$ cat src/rtl/qwu_pkg.sv
package qwu_pkg;
  parameter int QWU_LANES  = 4;
  parameter int QWU_WORD_W = 16;
  parameter int QWU_REG_W  = 40;
  parameter int QWU_FRAC_LSB = 16;
  parameter int QWU_IDX_W  = 4;
  parameter int QWU_ADDR_W = 32;

  typedef enum logic {
    LANE_LITTLE = 1'b0,
    LANE_BIG    = 1'b1
  } lane_order_e;
endpackage

$ cat src/rtl/qwu_lane_select.sv
module qwu_lane_select #(
  parameter int LANES  = 4,
  parameter int WORD_W = 16,
  localparam int BUS_W = LANES * WORD_W
) (
  input  logic             big_endian,
  input  logic [BUS_W-1:0] bus,
  output logic [BUS_W-1:0] words
);
  import qwu_pkg::*;

  lane_order_e order;
  assign order = lane_order_e'(big_endian);

  for (genvar k = 0; k < LANES; k++) begin : g_lane
    logic [WORD_W-1:0] from_low;
    logic [WORD_W-1:0] from_high;
    assign from_low  = bus[k*WORD_W +: WORD_W];
    assign from_high = bus[(LANES-1-k)*WORD_W +: WORD_W];
    assign words[k*WORD_W +: WORD_W] = (order == LANE_BIG) ? from_high : from_low;
  end
endmodule

$ cat src/rtl/qwu_word_expand.sv
module qwu_word_expand #(
  parameter int WORD_W   = 16,
  parameter int REG_W    = 40,
  parameter int FRAC_LSB = 16,
  localparam int EXT_W   = REG_W - WORD_W - FRAC_LSB
) (
  input  logic [WORD_W-1:0] word,
  output logic [REG_W-1:0]  value
);
  assign value = {{EXT_W{word[WORD_W-1]}}, word, {FRAC_LSB{1'b0}}};
endmodule

$ cat src/rtl/qwu_align_check.sv
module qwu_align_check #(
  parameter int ADDR_W     = 32,
  parameter int ALIGN_BITS = 3
) (
  input  logic [ADDR_W-1:0] addr,
  output logic              misaligned
);
  logic unused_addr_hi;
  assign unused_addr_hi = ^addr[ADDR_W-1:ALIGN_BITS];
  assign misaligned = |addr[ALIGN_BITS-1:0];
endmodule

$ cat src/rtl/qwu_dup_mask.sv
module qwu_dup_mask #(
  parameter int LANES = 4,
  parameter int IDX_W = 4
) (
  input  logic [LANES*IDX_W-1:0] idx,
  output logic [LANES-1:0]       keep
);
  always_comb begin
    keep = '1;
    for (int i = 0; i < LANES; i++) begin
      for (int j = i + 1; j < LANES; j++) begin
        if (idx[i*IDX_W +: IDX_W] == idx[j*IDX_W +: IDX_W]) keep[i] = 1'b0;
      end
    end
  end
endmodule

$ cat src/rtl/quad_word_unpacker.sv
module quad_word_unpacker #(
  parameter int LANES    = qwu_pkg::QWU_LANES,
  parameter int WORD_W   = qwu_pkg::QWU_WORD_W,
  parameter int REG_W    = qwu_pkg::QWU_REG_W,
  parameter int FRAC_LSB = qwu_pkg::QWU_FRAC_LSB,
  parameter int IDX_W    = qwu_pkg::QWU_IDX_W,
  parameter int ADDR_W   = qwu_pkg::QWU_ADDR_W,
  localparam int BUS_W   = LANES * WORD_W,
  localparam int ALIGN_BITS = $clog2(BUS_W / 8)
) (
  input  logic                   clk,
  input  logic                   rst_n,
  input  logic                   in_valid,
  output logic                   in_ready,
  input  logic [ADDR_W-1:0]      in_addr,
  input  logic                   in_big_endian,
  input  logic [BUS_W-1:0]       in_data,
  input  logic [LANES*IDX_W-1:0] in_dst_idx,
  output logic [LANES-1:0]       wr_en,
  output logic [LANES*IDX_W-1:0] wr_idx,
  output logic [LANES*REG_W-1:0] wr_data,
  output logic [LANES-1:0]       wr_tag_clr,
  output logic                   align_fault
);
  logic [BUS_W-1:0]       words;
  logic [LANES*REG_W-1:0] expanded;
  logic [LANES-1:0]       keep;
  logic                   misaligned;
  logic                   accept;
  logic                   go;

  assign in_ready = 1'b1;
  assign accept   = in_valid & in_ready;
  assign go       = accept & ~misaligned;

  qwu_align_check #(.ADDR_W(ADDR_W), .ALIGN_BITS(ALIGN_BITS)) u_align (
    .addr(in_addr), .misaligned(misaligned));

  qwu_lane_select #(.LANES(LANES), .WORD_W(WORD_W)) u_lanes (
    .big_endian(in_big_endian), .bus(in_data), .words(words));

  for (genvar k = 0; k < LANES; k++) begin : g_expand
    qwu_word_expand #(.WORD_W(WORD_W), .REG_W(REG_W), .FRAC_LSB(FRAC_LSB)) u_exp (
      .word(words[k*WORD_W +: WORD_W]), .value(expanded[k*REG_W +: REG_W]));
  end

  qwu_dup_mask #(.LANES(LANES), .IDX_W(IDX_W)) u_dup (
    .idx(in_dst_idx), .keep(keep));

  always_ff @(posedge clk or negedge rst_n) begin
    if (!rst_n) begin
      wr_en       <= '0;
      align_fault <= 1'b0;
      wr_idx      <= '0;
      wr_data     <= '0;
    end else begin
      wr_en       <= go ? keep : '0;
      align_fault <= accept & misaligned;
      if (go) begin
        wr_idx  <= in_dst_idx;
        wr_data <= expanded;
      end
    end
  end

  assign wr_tag_clr = wr_en;

  // an aligned beat always lands at least on the last port
  p_aligned_write_r2: assert property (@(posedge clk) disable iff (!rst_n)
    (in_valid && !misaligned) |=> (wr_en[LANES-1] && !align_fault));

  // nothing comes out after an idle cycle
  p_idle_quiet_r2: assert property (@(posedge clk) disable iff (!rst_n)
    !in_valid |=> (wr_en == '0 && !align_fault));

  // misaligned beat faults and writes nothing
  p_misalign_fault_r6: assert property (@(posedge clk) disable iff (!rst_n)
    (in_valid && misaligned) |=> (align_fault && wr_en == '0));

  for (genvar i = 0; i < LANES; i++) begin : g_chk
    // zero fill below, uniform sign field above
    p_format_r3: assert property (@(posedge clk) disable iff (!rst_n)
      wr_en[i] |-> (wr_data[i*REG_W +: FRAC_LSB] == '0 &&
        (wr_data[i*REG_W + FRAC_LSB + WORD_W - 1 +: REG_W - FRAC_LSB - WORD_W + 1] == '0 ||
         wr_data[i*REG_W + FRAC_LSB + WORD_W - 1 +: REG_W - FRAC_LSB - WORD_W + 1] == '1)));
    for (genvar j = i + 1; j < LANES; j++) begin : g_pair
      // enabled ports never share a destination
      p_unique_dest_r8: assert property (@(posedge clk) disable iff (!rst_n)
        (wr_en[i] && wr_en[j]) |-> (wr_idx[i*IDX_W +: IDX_W] != wr_idx[j*IDX_W +: IDX_W]));
    end
  end
endmodule

$ cat config.mk
export PLATFORM = sky130hd
export DESIGN_NAME = quad_word_unpacker
export DESIGN_NICKNAME = d
export VERILOG_FILES = /design/src/rtl/qwu_pkg.sv /design/src/rtl/qwu_lane_select.sv /design/src/rtl/qwu_word_expand.sv /design/src/rtl/qwu_align_check.sv /design/src/rtl/qwu_dup_mask.sv /design/src/rtl/quad_word_unpacker.sv
export SDC_FILE = /design/constraint.sdc
export NUM_CORES = 1
export LEC_CHECK = 0
export BUFFER_PORTS_ARGS = -buffer_cell sky130_fd_sc_hd__buf_2
export CORE_ASPECT_RATIO = 1.2
export CORE_MARGIN = 2
export CORE_UTILIZATION = 33
export DETAILED_ROUTE_END_ITERATION = 10
export SYNTH_ARGS = -nofsm -noshare
export SYNTH_HDL_FRONTEND = slang
export SYNTH_SLANG_ARGS = --single-unit
export TNS_END_PERCENT = 50
$ cat constraint.sdc
create_clock -name clk -period 1 [get_ports clk]
set_clock_uncertainty 0.1 [all_clocks]
set_input_delay 0.2 -clock clk [delete_from_list [all_inputs] [get_ports clk]]
set_output_delay 0.2 -clock clk [all_outputs]
set_load 0.005 [all_outputs]
==> flow_summary.ini <==
[sta]
number_of_failing_hold_endpoints_at_the_final_stage = 0
final.setup.worst_slack_ns = -0.238
report.final.setup_viol = 167
final_worst_path_period_need_ns = 1.24
grt_setup_unrepaired = true
final.period_utilization = 1.24
maxSlewViolCount = 0
finalHoldWorstSlack_ns = 0.0801
max_clock_freq_ghz = 0.808

[layout]
finalNonFillerCells = 874
area.growth.synth_to_final_pct = 42.6
antennaDiodeCount = 0
fillers = 1361
layout-drive-gt1-share = 0.516
finalInstanceArea_sq_um = 6780
num-nets-final = 811
finalCoreUtilization = 0.476

[placed_design]
hpwlAfterDp_um = 8630
portBuffers = 207
dpl_cell_area_sq_um = 5800
placed_cells = 809
gp_routability_congestion = 0.807

[status]
run_status = complete, but fails checks
violations = setup timing

[logic_synthesis]
yosys.cell_count.top_type = sky130_fd_sc_hd__buf_4
synth_cells = 454
synth_largest_type_area_fraction = 0.448
synth-seq-area-share = 0.448
commonest_cells_in_the_netlist = sky130_fd_sc_hd__buf_4, sky130_fd_sc_hd__dfrtp_1, sky130_fd_sc_hd__a21oi_1, sky130_fd_sc_hd__mux2i_1, sky130_fd_sc_hd__nor2_1
post_synth_instance_area_sq_um = 4750
synth.yosys.warnings = 0
post_synth.cell_area_avg_sq_um = 10.5
dominantRegCellSynth = sky130_fd_sc_hd__dfrtp_1
synth_enable_flop_cells = 0
asyncSetResetFlopFracSynth = 1.00
synthTopCellsByArea = sky130_fd_sc_hd__dfrtp_1, sky130_fd_sc_hd__buf_4, sky130_fd_sc_hd__mux2i_1
ys_ff_latch = 85
synthDistinctLibCells = 20
yosys.area.top_type = sky130_fd_sc_hd__dfrtp_1

[clock_tree]
cts_htree_levels = 3
clkSinkCount = 85
cts.clk_slew.worst_paths_ns = 0.06
cts-root-to-sink-buffers = 2
clock_insertion_delay_worst_skew_ns = 0.33
tritoncts = done
cts_made_buffers = 9
clock_tree.root_cell = sky130_fd_sc_hd__clkbuf_16

[global_route]
first_global_vias = 3654
grt_start_max_net_pins = 42
grt_pass1_wl_um = 17300
grtUsageMet1 = 0.153
grt_use_met2 = 0.259
use_met3 = 0.0425
grt-busiest-layer = met2
grt_remaining_overflow = 0
globalRouteTotalUtil = 0.142
grt_antenna_before_repair = 0

[hold_path]
worst_min_delay_path_class = primary input to flop
worstHoldStart = in_dst_idx[0]

[die]
start_util = 0.334
placement_rows = 48
count_of_pins_on_the_block_boundary = 302
floorplan.die.height_um = 135
fp.coreArea_sq_um = 14200
die-width_um = 114
dieArea_sq_um = 15400

[critical_path]
worst_r2r_startpoint = wr_idx[8]
path_delay_family = flip-flops
crit_path_top_delay_cell = sky130_fd_sc_hd__dfrtp_2
cp_num_buf_inv = 1
crit_path_max_fanout = 10
critPathCaptureType = primary output
timing.critical_path.from = wr_data[151]
crit_type = flop to primary output
crit_path_cell_trace = buf_2
worst_ep_arrival_ns = 0.94
critPathLaunchType = flop
worst_path_largest_cell_delay_ns = 0.46
worst_ep_required_time_ns = 0.70

[power_and_ir_drop]
combPwrFrac = 0.301
power.switching_w = 0.00325
total_leakage_power_nw = 3.46
power_density_nw_per_um2 = 1720
ir_drop_mv = 0.907
power_report.internal_total_w = 0.00838
power.clock.fraction = 0.304
total_power_w = 0.0116
net_sw_frac = 0.280
seqPwrFrac = 0.395

[run]
maxCapViolations = 0

[detailed_routing]
route.final.wire_length_um = 12100
wire_per_inst_um = 13.8
route.vias.total = 3867
ant_nets = 0
drt_drc_violations_left = 0
drt-pass1-iter-count = 4
drt_iter0_markers = 104
vias_per_cell = 4.42
[cells in the final DEF (no fill, tap or decap), types with 4 or more instances in the layout]
master	count
sky130_fd_sc_hd__mux2_4	15
sky130_fd_sc_hd__buf_2	203
sky130_fd_sc_hd__a21oi_1	34
sky130_fd_sc_hd__xor2_1	20
sky130_fd_sc_hd__buf_4	57
sky130_fd_sc_hd__conb_1	65
sky130_fd_sc_hd__buf_12	8
sky130_fd_sc_hd__nor2_1	58
sky130_fd_sc_hd__xnor2_1	4
sky130_fd_sc_hd__nor4_1	5
sky130_fd_sc_hd__nor2_2	4
sky130_fd_sc_hd__mux2i_1	64
sky130_fd_sc_hd__a21oi_2	30
sky130_fd_sc_hd__dfrtp_1	81
sky130_fd_sc_hd__dfrtp_2	4
sky130_fd_sc_hd__clkbuf_16	17
sky130_fd_sc_hd__buf_6	7
[final timing paths]
path                                     end  slack, ns  depth (start not counted)
worst max-delay path            wr_data[158]      -0.24                          1
worst min-delay path               wr_idx[0]       0.08                          2
worst max register to register     wr_idx[8]      -0.11                          3
worst min register to register  wr_data[149]       0.41                          2
max in group asynchronous       wr_data[151]       0.18                          3
min in group asynchronous       wr_data[102]       0.14                          2
[flip-flops by register name, summed over array words and instances (netlist names)]
name and cells:
wr_en 4, align_fault 1, wr_idx 16, wr_data 64
[cells by family (layout without fill, tap and decap cells)]
| group | after synthesis | in the layout | share of synthesized area |
|---|---|---|---|
| compound gates | 65 | 65 | 0.0692 |
| xor+xnor | 24 | 24 | 0.0442 |
| buf+inv | 124 | 306 | 0.200 |
| flops | 85 | 85 | 0.448 |
| mux | 80 | 80 | 0.173 |
| other cells | 2 | 65 | 0.00158 |
| simple gates | 74 | 74 | 0.0642 |
[metal layers]
metal / wire (um) / up-vias
met1: 4550 / 1832
met4: 299 / 0
met2: 6350 / 175
met5: 0 / -
li1: - / 1838
met3: 900 / 22
[power groups by stage]
stage	clock network, W	logic [W]	registers (W)
final	0.00354	0.00350	0.00460
after global routing	0.00382	0.00387	0.00470
after CTS	0.00366	0.00318	0.00460
after detailed placement	0	0.00290	0.00466
after global placement	0	0.00284	0.00464
after floorplan	0	0.00180	0.00469
[through the flow]
stage               worst slack [ns]  setup TNS, ns
detailed placement            -0.456         -32.72
finish                        -0.238         -21.81
global route                  -0.292         -30.86
floorplan                     -0.278         -14.47
global placement              -0.416         -30.95
CTS                           -0.254         -24.02
[what timing repair did]
action / 4_1_cts / 5_1_grt
hold buffers: 3 / 0
resized for setup: 12 / 25
endpoints found under the hold margin: 86 / 0
setup buffers: 20 / 18
cloned: 0 / 9
endpoints found under the setup margin: 196 / 197
pin swaps: 0 / 2
[layout make-up]
class                      instances  area (sq um)  area share
sequential                        85          2130       0.315
tap                              175           219      0.0323
multi-input combinational        308          2120       0.312
clock inverter                     4          72.6      0.0107
timing repair buffer             290          1990       0.293
clock buffer                      11           243      0.0358
inverter                           1          8.76     0.00129
(Power assumes the default switching activity.)
